### src/rtl/da_fir_pkg.sv
package da_fir_pkg;

   typedef enum logic {
      ORDER_LSB_FIRST = 1'b0,
      ORDER_MSB_FIRST = 1'b1
   } slice_order_e;

endpackage

### src/rtl/da_part_rom.sv
module da_part_rom #(
   parameter int PART_TAPS = 4,
   parameter int COEF_W    = 8,
   parameter int TAB_W     = 11,
   parameter logic [PART_TAPS*COEF_W-1:0] PART_COEFS = '0
) (
   input  logic [PART_TAPS-1:0]    addr,
   output logic signed [TAB_W-1:0] entry
);
   localparam int DEPTH = 1 << PART_TAPS;

   function automatic int subset_sum(input int sel);
      int acc;
      acc = 0;
      for (int k = 0; k < PART_TAPS; k++) begin
         if (((sel >> k) & 1) != 0)
            acc += int'($signed(PART_COEFS[k*COEF_W +: COEF_W]));
      end
      return acc;
   endfunction

   logic signed [TAB_W-1:0] table_q [DEPTH];

   for (genvar e = 0; e < DEPTH; e++) begin : g_entry
      assign table_q[e] = TAB_W'(subset_sum(e));
   end

   assign entry = table_q[addr];
endmodule

### src/rtl/da_slice_adder.sv
module da_slice_adder #(
   parameter int NTAPS     = 8,
   parameter int PART_TAPS = 4,
   parameter int COEF_W    = 8,
   parameter int SUM_W     = 12,
   parameter logic [NTAPS*COEF_W-1:0] COEF_FLAT = '0
) (
   input  logic [NTAPS-1:0]        slice_bits,
   output logic signed [SUM_W-1:0] slice_sum
);
   localparam int NPART = NTAPS / PART_TAPS;
   localparam int TAB_W = COEF_W + $clog2(PART_TAPS) + 1;

   logic signed [TAB_W-1:0] part_out [NPART];

   for (genvar g = 0; g < NPART; g++) begin : g_part
      da_part_rom #(
         .PART_TAPS (PART_TAPS),
         .COEF_W    (COEF_W),
         .TAB_W     (TAB_W),
         .PART_COEFS(COEF_FLAT[g*PART_TAPS*COEF_W +: PART_TAPS*COEF_W])
      ) i_rom (
         .addr (slice_bits[g*PART_TAPS +: PART_TAPS]),
         .entry(part_out[g])
      );
   end

   always_comb begin
      slice_sum = '0;
      for (int g = 0; g < NPART; g++)
         slice_sum += SUM_W'(part_out[g]);
   end
endmodule

### src/rtl/da_shift_acc.sv
module da_shift_acc import da_fir_pkg::*; #(
   parameter int           SAMPLE_W = 8,
   parameter int           SUM_W    = 12,
   parameter int           OUT_W    = 20,
   parameter slice_order_e ORDER    = ORDER_LSB_FIRST
) (
   input  logic                    clk,
   input  logic                    rst_n,
   input  logic                    busy,
   input  logic                    first,
   input  logic                    sign_step,
   input  logic signed [SUM_W-1:0] slice_sum,
   output logic signed [OUT_W-1:0] acc_next
);
   logic signed [OUT_W-1:0] acc_q;
   logic signed [OUT_W-1:0] term;

   always_comb begin
      term = sign_step ? -OUT_W'(slice_sum) : OUT_W'(slice_sum);
   end

   if (ORDER == ORDER_LSB_FIRST) begin : g_lsb
      logic signed [OUT_W-1:0] term_hi;
      always_comb begin
         term_hi  = term <<< (SAMPLE_W - 1);
         acc_next = first ? term_hi : (acc_q >>> 1) + term_hi;
      end

      // Every discarded bit must be zero for the result to stay exact.
      AST_EXACT_SHIFT: assert property (@(posedge clk) disable iff (!rst_n)
         (busy && !first) |-> (acc_q[0] == 1'b0));
   end else begin : g_msb
      always_comb begin
         acc_next = first ? term : (acc_q <<< 1) + term;
      end
   end

   always_ff @(posedge clk) begin
      if (!rst_n)
         acc_q <= '0;
      else if (busy)
         acc_q <= acc_next;
   end
endmodule

### src/rtl/da_seq_ctrl.sv
module da_seq_ctrl #(
   parameter int SAMPLE_W = 8,
   parameter int CNT_W    = 3
) (
   input  logic             clk,
   input  logic             rst_n,
   input  logic             in_valid,
   output logic             in_ready,
   output logic             take,
   output logic             busy,
   output logic             first,
   output logic             last,
   output logic [CNT_W-1:0] cnt
);
   localparam logic [CNT_W-1:0] CNT_LAST = CNT_W'(SAMPLE_W - 1);

   always_comb begin
      last     = busy && (cnt == CNT_LAST);
      first    = busy && (cnt == '0);
      in_ready = !busy || last;
      take     = in_valid && in_ready;
   end

   always_ff @(posedge clk) begin
      if (!rst_n) begin
         busy <= 1'b0;
         cnt  <= '0;
      end else if (take) begin
         busy <= 1'b1;
         cnt  <= '0;
      end else if (last) begin
         busy <= 1'b0;
         cnt  <= '0;
      end else if (busy) begin
         cnt <= cnt + CNT_W'(1);
      end
   end

   AST_ACCEPT_STARTS: assert property (@(posedge clk) disable iff (!rst_n)
      (in_valid && in_ready) |=> (busy && cnt == '0));

   AST_STEP_ADVANCE: assert property (@(posedge clk) disable iff (!rst_n)
      (busy && !in_ready) |=> (busy && cnt == $past(cnt) + CNT_W'(1)));

   AST_CNT_RANGE: assert property (@(posedge clk) disable iff (!rst_n)
      cnt <= CNT_LAST);
endmodule

### src/rtl/da_fir.sv
module da_fir import da_fir_pkg::*; #(
   parameter int           NTAPS     = 8,
   parameter int           SAMPLE_W  = 8,
   parameter int           COEF_W    = 8,
   parameter int           PART_TAPS = 4,
   parameter logic [NTAPS*COEF_W-1:0] COEF_FLAT = 64'h09FF_2D80_7F14_F903,
   parameter slice_order_e ORDER     = ORDER_LSB_FIRST,
   parameter int           OUT_W     = COEF_W + SAMPLE_W + $clog2(NTAPS) + 1
) (
   input  logic                clk,
   input  logic                rst_n,
   input  logic                in_valid,
   output logic                in_ready,
   input  logic [SAMPLE_W-1:0] in_data,
   output logic                out_valid,
   output logic [OUT_W-1:0]    out_data
);
   localparam int CNT_W = $clog2(SAMPLE_W);
   localparam int SUM_W = COEF_W + $clog2(NTAPS) + 1;
   localparam int MIN_W = SUM_W + SAMPLE_W - 1;

   if (NTAPS % PART_TAPS != 0) begin : g_bad_part
      $error("PART_TAPS must divide NTAPS");
   end
   if (PART_TAPS < 1 || PART_TAPS > 10) begin : g_bad_size
      $error("PART_TAPS must lie in 1..10");
   end
   if (SAMPLE_W < 2) begin : g_bad_sw
      $error("SAMPLE_W must be at least 2");
   end
   if (COEF_W < 2 || COEF_W > 24) begin : g_bad_cw
      $error("COEF_W must lie in 2..24");
   end
   if (OUT_W < MIN_W) begin : g_bad_ow
      $error("OUT_W too narrow for the worst-case result");
   end

   logic                    take, busy, first, last;
   logic [CNT_W-1:0]        cnt;
   logic [CNT_W-1:0]        bit_idx;
   logic                    sign_step;
   logic [NTAPS-1:0][SAMPLE_W-1:0] taps_q;
   logic [NTAPS-1:0]        slice_bits;
   logic signed [SUM_W-1:0] slice_sum;
   logic signed [OUT_W-1:0] acc_next;

   da_seq_ctrl #(
      .SAMPLE_W(SAMPLE_W),
      .CNT_W   (CNT_W)
   ) i_ctrl (
      .clk     (clk),
      .rst_n   (rst_n),
      .in_valid(in_valid),
      .in_ready(in_ready),
      .take    (take),
      .busy    (busy),
      .first   (first),
      .last    (last),
      .cnt     (cnt)
   );

   if (ORDER == ORDER_LSB_FIRST) begin : g_idx_lsb
      assign bit_idx   = cnt;
      assign sign_step = last;
   end else begin : g_idx_msb
      assign bit_idx   = CNT_W'(SAMPLE_W - 1) - cnt;
      assign sign_step = first;
   end

   always_ff @(posedge clk) begin
      if (!rst_n) begin
         taps_q <= '0;
      end else if (take) begin
         taps_q[0] <= in_data;
         for (int t = 1; t < NTAPS; t++)
            taps_q[t] <= taps_q[t-1];
      end
   end

   always_comb begin
      for (int t = 0; t < NTAPS; t++)
         slice_bits[t] = taps_q[t][bit_idx];
   end

   da_slice_adder #(
      .NTAPS    (NTAPS),
      .PART_TAPS(PART_TAPS),
      .COEF_W   (COEF_W),
      .SUM_W    (SUM_W),
      .COEF_FLAT(COEF_FLAT)
   ) i_slice (
      .slice_bits(slice_bits),
      .slice_sum (slice_sum)
   );

   da_shift_acc #(
      .SAMPLE_W(SAMPLE_W),
      .SUM_W   (SUM_W),
      .OUT_W   (OUT_W),
      .ORDER   (ORDER)
   ) i_acc (
      .clk      (clk),
      .rst_n    (rst_n),
      .busy     (busy),
      .first    (first),
      .sign_step(sign_step),
      .slice_sum(slice_sum),
      .acc_next (acc_next)
   );

   always_ff @(posedge clk) begin
      if (!rst_n) begin
         out_valid <= 1'b0;
         out_data  <= '0;
      end else begin
         out_valid <= last;
         if (last)
            out_data <= acc_next;
      end
   end

   AST_TAPS_HELD: assert property (@(posedge clk) disable iff (!rst_n)
      !(in_valid && in_ready) |=> $stable(taps_q));

   AST_OUT_PULSE: assert property (@(posedge clk) disable iff (!rst_n)
      out_valid |=> !out_valid);

   AST_OUT_HELD: assert property (@(posedge clk) disable iff (!rst_n)
      !out_valid |-> $stable(out_data));

   AST_STROBE_AFTER_RUN: assert property (@(posedge clk) disable iff (!rst_n)
      $rose(out_valid) |-> $past(busy));
endmodule

### config.mk
export PLATFORM = sky130hd
export DESIGN_NAME = da_fir
export DESIGN_NICKNAME = d
export VERILOG_FILES = /design/src/rtl/da_fir_pkg.sv /design/src/rtl/da_part_rom.sv /design/src/rtl/da_slice_adder.sv /design/src/rtl/da_shift_acc.sv /design/src/rtl/da_seq_ctrl.sv /design/src/rtl/da_fir.sv
export SDC_FILE = /design/constraint.sdc
export NUM_CORES = 1
export LEC_CHECK = 0
export ABC_CLOCK_PERIOD_IN_PS = 15290
export BUFFER_PORTS_ARGS = -buffer_cell sky130_fd_sc_hd__buf_2
export CORE_MARGIN = 1.5
export CORE_UTILIZATION = 41
export CTS_BUF_LIST = sky130_fd_sc_hd__clkbuf_16
export CTS_CLUSTER_DIAMETER = 150
export CTS_CLUSTER_SIZE = 30
export DETAILED_ROUTE_END_ITERATION = 6
export HOLD_SLACK_MARGIN = 0.02
export RECOVER_POWER = 50
export SYNTH_ARGS = -nofsm -noshare
export SYNTH_HDL_FRONTEND = slang
export SYNTH_SLANG_ARGS = --single-unit
export TNS_END_PERCENT = 20
### constraint.sdc
create_clock -name clk -period 15.29 [get_ports clk]
set_input_delay 0.7645 -clock clk [delete_from_list [all_inputs] [get_ports clk]]
set_output_delay 0.7645 -clock clk [all_outputs]
set_load 0.02 [all_outputs]
* Word-level counts from Yosys, hierarchy flattened
Memories as Yosys holds them, arrays and structs flattened.
Cells that the tools add are included.
W data, S select, Z words.
** Storage, ports and cells
- Register bits after elaboration :: 109
- Output and inout port bits :: 22
- Bits of input ports :: 11
- Logic and storage cells :: 58
- Memories kept :: 2
- Memory bits (read-only) :: 352
** Operators by class
- Reduce and logical (&&, ||, !) cells :: 8
- $lt $le $gt $ge :: 3
- Multiplexer cells :: 24
- $add $sub $neg :: 4
- Bitwise operators :: 3
- Eq/ne operators :: 1
** Memories
- (name not given) :: words 16, bits a word 11, rd ports 1, clocked after Yosys merged registers in 0, write ports 0, line da_part_rom.sv:28 : assign entry = table_q[addr];
- (name not given) :: words 16, bits a word 11, rd ports 1, clocked after Yosys merged registers in 0, write ports 0, line da_part_rom.sv:28
** Operators with widths (number)
- $mux W11 :: 4
- $bmux W1 S3 :: 8
- $add A19 B20 Y20 :: 1
- $mux W20 :: 1
- $mux W13 :: 1
- $neg A12 Y13 :: 1
- $add A11 B11 Y12 :: 1
- $ge A5 B5 Y1 const B :: 2
- $mux W1 :: 10
- $not A4 Y5 :: 2
- $lt A3 B4 Y1 const B :: 1
- $add A3 B1 Y3 const B :: 1
- $eq A3 B3 Y1 const B :: 1
- $logic_and A1 B1 Y1 :: 3
- $logic_not A3 Y1 :: 1
- $reduce_or A3 Y1 :: 1
- $reduce_bool A2 Y1 :: 1
- $logic_not A1 Y1 :: 1
- $logic_or A1 B1 Y1 :: 1
- $not A1 Y1 :: 1

* Depth between registers and ports, before layout
Gate-level depths: netlist of run 1.
- Depth in word-level cells :: 11
- Mapped depth :: 28
- Mapped depth without buffers :: 25

* Hierarchy
A second synthesis of run 1 with hierarchy kept.
** Unflattened totals
- Cells, all modules :: 667
- Area total of the unflattened synthesis :: 6657.6 um^2
** Modules (own cells, without submodules)
- da_fir :: instances 1, area each 3707.3 um^2, cells each 302, seq. area each 1701.6 um^2
- da_shift_acc :: instances 1, area each 1794.2 um^2, cells each 226, seq. area each 380.4 um^2
- da_slice_adder :: instances 1, area each 442.9 um^2, cells each 55, seq. area each 0.0 um^2
- da_part_rom at i_slice.g_part[0].i_rom :: instances 1, area each 279.0 um^2, cells each 34, seq. area each 0.0 um^2
- da_seq_ctrl :: instances 1, area each 230.2 um^2, cells each 24, seq. area each 80.1 um^2
- da_part_rom at i_slice.g_part[1].i_rom :: instances 1, area each 203.9 um^2, cells each 26, seq. area each 0.0 um^2

* Worst setup path after synthesis of run 1
Ideal clock, no wire load.
- Path kind :: register to register
- Start :: register i_ctrl.cnt[0]
- End :: register i_acc.acc_q[19]
- Library setup time :: 0.120 ns
- Path slack :: 9.591 ns
- Cell stages (with the launch flop) :: 25
- Data required time :: 15.170 ns
- Arrival time :: 5.579 ns
- Buffers on the path :: 2
- Period minus slack after synthesis :: 5.699 ns
- Path through :: dfxtp_1 > buf_2 > buf_2 > mux4_2 > nand2_1 > and2_1 > inv_1 > ha_1 > mux4_2 > ha_1 > o21a_1 > a311oi_2 > o21ai_2 > nor3_4 > nand4_4 > or3_1 > nand3_1 > inv_1 > ha_1 > and4_1 > nand3_1 > a21oi_1 > o21ai_0 > o211a_1 > o31a_1
** Between the ends
- Word-level cells in the longest chain between the ends :: 11
- Elaborated cells between the ends (all ways) :: 33
- Those cells by class :: add/sub: 3; eq/ne: 1; mux: 22; bitwise: 2; reduce/logical: 3; memory: 2
** RTL lines
- start, declared :: line da_seq_ctrl.sv:13 : output logic [CNT_W-1:0] cnt
- start signal, assigned :: line da_seq_ctrl.sv:35 : cnt <= cnt + CNT_W'(1);
- $bmux W1 S3 :: line da_fir.sv:82 : slice_bits[t] = taps_q[t][bit_idx];
- $mux W1 (not written as such) :: line da_fir.sv:82
- $not A4 Y5 (not written as such) :: line da_part_rom.sv:28
- $mem_v2 Z16 W11
- $mux W11 (not written as such) (2 in series) :: line da_part_rom.sv:28
- $add A11 B11 Y12 :: line da_slice_adder.sv:31 : slice_sum += SUM_W'(part_out[g]);
- $neg A12 Y13 :: line da_shift_acc.sv:19 : term = sign_step ? -OUT_W'(slice_sum) : OUT_W'(slice_sum);
- $mux W13 :: line da_shift_acc.sv:19
- $add A19 B20 Y20 :: line da_shift_acc.sv:26 : acc_next = first ? term_hi : (acc_q >>> 1) + term_hi;
- $mux W20 * :: line da_shift_acc.sv:26
- end signal, assigned :: line da_shift_acc.sv:42 : acc_q <= acc_next;
- end, declared :: line da_shift_acc.sv:15 : logic signed [OUT_W-1:0] acc_q;
Every way passes the cells marked *; elsewhere a longest branch is shown, timed or not. The select of a mux whose other input is x is not followed.
A chain may end at the register's enable or synchronous reset.

* Worst setup path after layout of run 1
- Start :: register i_ctrl.cnt[1]
- End :: register i_acc.acc_q[19]
Same word-level chain as after synthesis.

==> qor.yml, run 1 <==
global_routing:
  antenna_found_initial: 0
  grt_max_degree: 110
  gr-usage-all-layers: 0.1833
  grt_use_met3: 0.03798
  grt-busiest-layer: "met2"
  grt_pass1_wl_um: 24540
  grtUsageMet2: 0.3033
  overflow: 0
  grt_pass1_vias: 5086
  grtUsageMet1: 0.2419
worst_hold_path:
  hp-class: "reg -> reg"
  min_path_cells: 2
yosys:
  synth_edf_count: 0
  syn_inst: 762
  synth_async_sr_flop_share: 0
  synth.distinct_cells: 57
  ys.flop_type: "dfxtp_1"
  synth_fp_nets: 813
  synth_warnings: 0
  synth_top_area_frac: 0.3384
  ys_ff_latch: 108
  synth.cell_area_um2: 6390
  synth_top_cell_by_area: "dfxtp_1"
  synth-seq-area-share: 0.3384
  avgSynthCellArea_um2: 8.386
  yosys-top-cells-area: "dfxtp_1 34%, nand2_1 11%, a21boi_0 9.4%"
finish:
  nNetsFinal: 811
  final_common_cell: "nand2_1"
  antenna_cells: 0
  drive_gt1_frac: 0.07974
  fin_util: 0.4543
  final_cell_mix: "188 x nand2_1, 108 x dfxtp_1, 80 x a21boi_0"
  syn_to_final_growth_pct: 8.087
sta:
  fin_crit_ns: 6.245
  hold_viol: 0
  fin_setup_tns_ns: 0
  period_share: 0.4085
  fin_ws_ns: 9.045
  worst_pin_slew_ns: 2.038
  finalSetupViolCount: 0
  rsz0062_at_grt: "no"
  slew_headroom: -0.3621
  skew_ns: 0.01268
  max_freq_ghz: 0.1601
  maxSlewViolCount: 65
  whs_ns: 0.4693
critical_path:
  required_ns: 15.54
  worstSetupEndpointType: "flop"
  timing_worst_setup_path_type: "reg -> reg"
  cp_max_fo: 18
  reg2reg_depth: 22
  cp-start-kind: "flop"
  crit_arrival_ns: 6.50
  r2r_setup_slack_ns: 9.04
floorplanning:
  io_pins: 33
  core_area_um2: 15200
  fp-row-count: 45
  die_h_um: 127.8
  die-area_um2: 16340
  initial_core_util: 0.4203
  fp.dieW_um: 127.8
outcome:
  status: "finished with violations"
  violations: "max-capacitance violations, max-slew violations"
cts:
  htree_levels: 3
  clock_latency_ns: 0.36
  clk_pin_slew_ns: 0.08
  cts_buffers: 9
  cts-root-buf: "clkbuf_16"
  cts_max_path_buffers: 2
  cts.sink_count: 108
  postCtsHoldBufs: 0
  cts_tree: "yes"
  post_cts_resized: 0
  postCtsSetupBuffers: 0
run:
  cap_violations: 1
pwr:
  ir_worst_vdd_mv: 0.08938
  power_frac_seq: 0.487
  switchingPower_uw: 167.7
  p_int_uw: 427.9
  sw_frac_of_total: 0.2816
  p_leak_nw: 2.745
  combPwrFrac: 0.127
  powerDensity_nw_per_um2: 86.24
  power.share.clock: 0.386
drt:
  routed_wl_um: 14050
  vias: 5214
  drc: 0
  antenna_left: 0
  wl_per_cell_um: 14.75
  drt-initial-drc-count: 266
  viasPerCell: 5.471
  first_pass_iters: 4
place:
  numPortBuffers: 32
  dp_slack_ns: 9.065
  dp_hpwl_um: 9826
  gp_congestion: 0.8679
worst max-delay path: stages, from the launching register on:
cell,delay (ns)
dfxtp_1,0.87
mux4_2,0.41
nand2_1,0.08
and2_1,0.25
inv_1,0.16
ha_1,0.23
mux4_2,0.48
ha_1,0.36
o21a_1,0.22
a311oi_2,0.28
o21ai_2,0.12
nor3_4,0.33
nand4_4,0.21
nor2_1,0.23
a21oi_1,0.13
xor2_1,0.21
ha_1,0.35
and4_1,0.21
nand3_1,0.08
a21oi_1,0.35
o21ai_0,0.15
o211a_1,0.17
o31a_1,0.28
worst paths after layout:
| path | from | endpoint |
|---|---|---|
| max | i_ctrl.cnt[1] | i_acc.acc_q[19] |
| min | taps_q[63] | taps_q[63] |
| max reg2reg | i_ctrl.cnt[1] | i_acc.acc_q[19] |
| min reg2reg | taps_q[63] | taps_q[63] |
flip-flops by register name, indices dropped and copies added (netlist names):
signal       cells
out_valid        1
out_data        20
i_ctrl.cnt       3
i_acc.acc_q     19
i_ctrl.busy      1
taps_q          64
Yosys cell counts, types with 3 or more instances:
cell      number
mux2i_1        9
a21boi_0      80
buf_1          5
nor2_1        29
nand2b_1       3
nand3_1       20
xor2_1        11
o21ai_0       31
ha_1          38
a21oi_1       27
clkbuf_1      41
mux4_2        17
nor3_1         9
dfxtp_1      108
nor2b_1        6
o21a_1         6
a211oi_1       8
o211a_1       11
a21o_1         8
xnor2_1       16
o31ai_1        4
and3_1         4
buf_2          4
o21bai_1       3
or3_1          3
nand4b_1       3
inv_1         20
o211ai_1       3
nand2_1      188
a31oi_1        8
and2_1         7
area by class of cell:
| type | instances | area, um^2 |
|---|---|---|
| repair buffers | 38 | 175.2 |
| clock buffers | 9 | 225.2 |
| multi-input cells | 583 | 3963 |
| flip-flops and latches | 108 | 2162 |
| clock inverters | 7 | 71.32 |
| inverters | 20 | 75.07 |
| well taps | 188 | 235.2 |
| fillers | 1531 | 8295 |
metal layers:
layer  part of all wire  vias to the layer above  routed length (um)
li1                   -                     2655                   -
met1               0.47                     2473                6664
met2               0.48                       71                6701
met3              0.035                       15                 498
met4              0.013                        0                 188
met5                  0                        -                   0
power groups by stage:
stage | clock network [mW] | logic (mW) | registers, mW
6_report | 0.230 | 0.0757 | 0.290
5_1_grt | 0.253 | 0.0852 | 0.291
3_5_place_dp | 0 | 0.0757 | 0.297
2_1_floorplan | 0 | 0.0596 | 0.295
4_1_cts | 0.238 | 0.0761 | 0.290
3_3_place_gp | 0 | 0.0735 | 0.296
kinds of logic (layout without fill, tap and decap cells):
kind of cell	after synthesis	after routing	synth area share
xor+xnor	27	27	0.03701
buf+inv	71	74	0.04367
compound gates	210	210	0.2348
fa+ha+maj	40	40	0.08067
simple gates	279	279	0.1897
flops	108	108	0.3384
mux	27	27	0.07578
stage by stage:
step	power (mW)	cells	area, um^2
6_report	0.5956	953	6907
5_1_grt	0.6285	953	6907
4_1_cts	0.6041	953	6939
3_5_place_dp	0.3723	937	6643
3_3_place_gp	0.3700	937	6643
2_1_floorplan	0.3546	762	6390
No activity file was read; power rests on OpenSTA's default activity.
==> inputs of run 2 (changes only) <==
--- a/config.mk
+++ b/config.mk
@@ -5,7 +5,7 @@
 export SDC_FILE = /design/constraint.sdc
 export NUM_CORES = 1
 export LEC_CHECK = 0
-export ABC_CLOCK_PERIOD_IN_PS = 15290
+export ABC_CLOCK_PERIOD_IN_PS = 6000
 export BUFFER_PORTS_ARGS = -buffer_cell sky130_fd_sc_hd__buf_2
 export CORE_MARGIN = 1.5
 export CORE_UTILIZATION = 41
==> constraint.sdc (replaced) <==
create_clock -name clk -period 6 [get_ports clk]
set_input_delay 0.3 -clock clk [delete_from_list [all_inputs] [get_ports clk]]
set_output_delay 0.3 -clock clk [all_outputs]
set_load 0.02 [all_outputs]
==> run 2 against run 1 <==
Highest routed layer unchanged. Critical path depth grew 2. Sequential power grew to 2.5 times the previous value. Global-route usage shrank 0.084 points. The run still ends with max-capacitance violations, max-slew violations left.
==> qor.yml, run 2 (synthesized netlist as in run 1, its figures left out) <==
finish:
  drive_gt1_frac: 0.09456
  top_regs: "taps_q x64, out_data x20, i_acc.acc_q x19"
  nNetsFinal: 819
  syn_to_final_growth_pct: 9.967
  antenna_cells: 0
  final_common_cell: "nand2_1"
  fill_cells: 1531
  stdcell_count: 960
  top_register: "taps_q"
  largest_register_ffs: 64
  final_cell_mix: "188 x nand2_1, 108 x dfxtp_1, 80 x a21boi_0"
global_routing:
  overflow: 0
  grt_pass1_vias: 5065
  gr-usage-all-layers: 0.1825
  antenna_found_initial: 0
  grt_pass1_wl_um: 24190
  grt_max_degree: 110
pwr:
  switchingPower_uw: 431.3
  p_leak_nw: 2.790
  p_int_mw: 1.133
  combPwrFrac: 0.126
  power_frac_seq: 0.472
  powerDensity_nw_per_um2: 222.6
  power.share.clock: 0.402
  sw_frac_of_total: 0.2757
  ir_worst_vdd_mv: 0.1445
cts:
  cts_max_path_buffers: 2
  postCtsHoldBufs: 0
  cts-root-buf: "clkbuf_16"
  cts_tree: "yes"
  cts_buffers: 9
  clock_latency_ns: 0.36
  htree_levels: 3
  clk_pin_slew_ns: 0.08
  cts.sink_count: 108
critical_path:
  cp.depth: 24
  reg2reg_depth: 24
  reg2reg_from: "i_ctrl.cnt[1]"
  cp-start-kind: "flop"
  r2r_setup_slack_ns: 0.21
  required_ns: 6.30
  critPathBufInv: 3
  r2r_end: "i_acc.acc_q[19]"
  crit_path_end: "i_acc.acc_q[19]"
  path_cells: "buf_4, mux4_2, nand2_1, nand2_1, inv_1, ha_1, xnor2_1, ha_1, fa_1, a21o_1, and4_1, o211ai_1, a311o_1, nand4_4, or3_1, nand3_1, inv_1, ha_1, a21o_1, a211oi_2, a21oi_4, or3_1, mux2i_1, o31a_1"
  crit_arrival_ns: 6.09
  crit_start: "i_ctrl.cnt[1]"
  worstSetupEndpointType: "flop"
  cpPeakStageDelay_ns: 0.50
  cp_max_fo: 12
  path_delay_family: "compound AO/OA/AOI/OAI gates"
  timing_worst_setup_path_type: "reg -> reg"
  cpMostUsedCell: "ha_1"
  slowest_stage: "dfxtp_1"
sta:
  finalSetupViolCount: 0
  fin_crit_ns: 5.791
  maxSlewViolCount: 65
  worst_pin_slew_ns: 2.061
  hold_viol: 0
  slew_headroom: -0.3770
  max_freq_ghz: 0.1727
  whs_ns: 0.1886
  skew_ns: 0.009606
  period_share: 0.9652
drt:
  routed_wl_um: 14670
  vias: 5282
  wl_per_cell_um: 15.28
  viasPerCell: 5.502
  first_pass_iters: 5
  drt-initial-drc-count: 294
  drc: 0
  antenna_left: 0
outcome:
  violations: "max-capacitance violations, max-slew violations"
  status: "finished with violations"
worst_hold_path:
  min_path_cells: 3
  hp-class: "in -> reg"
floorplanning:
  die-area_um2: 16340
  fp-row-count: 45
  initial_core_util: 0.4203
  io_pins: 33
  die_h_um: 127.8
  fp.dieW_um: 127.8
  core_area_um2: 15200
place:
  numPortBuffers: 32
  dp_hpwl_um: 10200
  dp_cells: 943
  gp_congestion: 0.8935
run:
  cap_violations: 1
## run 2: changes by cell type in the layout (fill, tap and decap cells not counted), moves of 2 or more
cell	previous run	this run
a211oi_2	0	2
clkinv_8	2	0
o21ai_0	31	29
inv_8	0	2
buf_4	5	12
a211oi_1	8	6
o21ai_1	2	4
## run 2: worst min-delay path by stage
stage	end	startpoint
after global routing	taps_q[1]	in_data[1]
after global placement	taps_q[60]	taps_q[60]
final	taps_q[2]	in_data[2]
after detailed placement	taps_q[60]	taps_q[60]
after floorplan	taps_q[58]	taps_q[58]
after CTS	taps_q[2]	in_data[2]
## run 2: power groups by stage
stage	Combinational [mW]	Sequential (mW)	Clock, mW
floorplan	0.152	0.752	0
global placement	0.191	0.755	0
detailed placement	0.195	0.755	0
CTS	0.196	0.738	0.651
global route	0.220	0.739	0.676
finish	0.198	0.738	0.628
## run 2: through the flow
step           cell area [um^2]  power, mW    util  setup WS, ns  setup TNS [ns]
6_report                   7027      1.564  0.4622        0.2089               0
5_1_grt                    7027      1.635  0.4622     -0.006221       -0.006221
4_1_cts                    7004      1.585  0.4607       0.06223               0
3_5_place_dp               6700     0.9501  0.4407        0.1045               0
3_3_place_gp               6700     0.9456  0.4407        0.3329               0
2_1_floorplan              6390     0.9035       -        0.3013               0
## run 2: layout make-up
cell class | instances | area [um^2] | area share
clock inverters | 6 | 78.83 | 0.01122
clock buffers | 9 | 225.2 | 0.03205
flip-flops and latches | 108 | 2162 | 0.3077
inverters | 20 | 75.07 | 0.01068
well taps | 188 | 235.2 | 0.03348
repair buffers | 46 | 246.5 | 0.03508
multi-input cells | 583 | 4004 | 0.5698
## run 2: tightest hold or removal path: cells and delay by family
family | cells | cell delay [ns]
AO/OA/AOI/OAI | 1 | 0.06
buffers and inverters | 1 | 0.09
AND/OR/NAND/NOR | 1 | 0.04
## run 2: per-layer routing
layer | global-route usage | up-vias | part of all wire
met5 | 0 | - | 0
met4 | 0.06213 | 0 | 0.016
met3 | 0.03381 | 21 | 0.042
met2 | 0.3096 | 81 | 0.48
met1 | 0.2335 | 2511 | 0.46
li1 | - | 2669 | -
## run 2: repair_timing
action | in CTS | in global routing
setup buffers | 0 | 2
gates resized for setup | 0 | 9
endpoints found under the hold margin | 0 | 0
endpoints found under the setup margin | 0 | 5
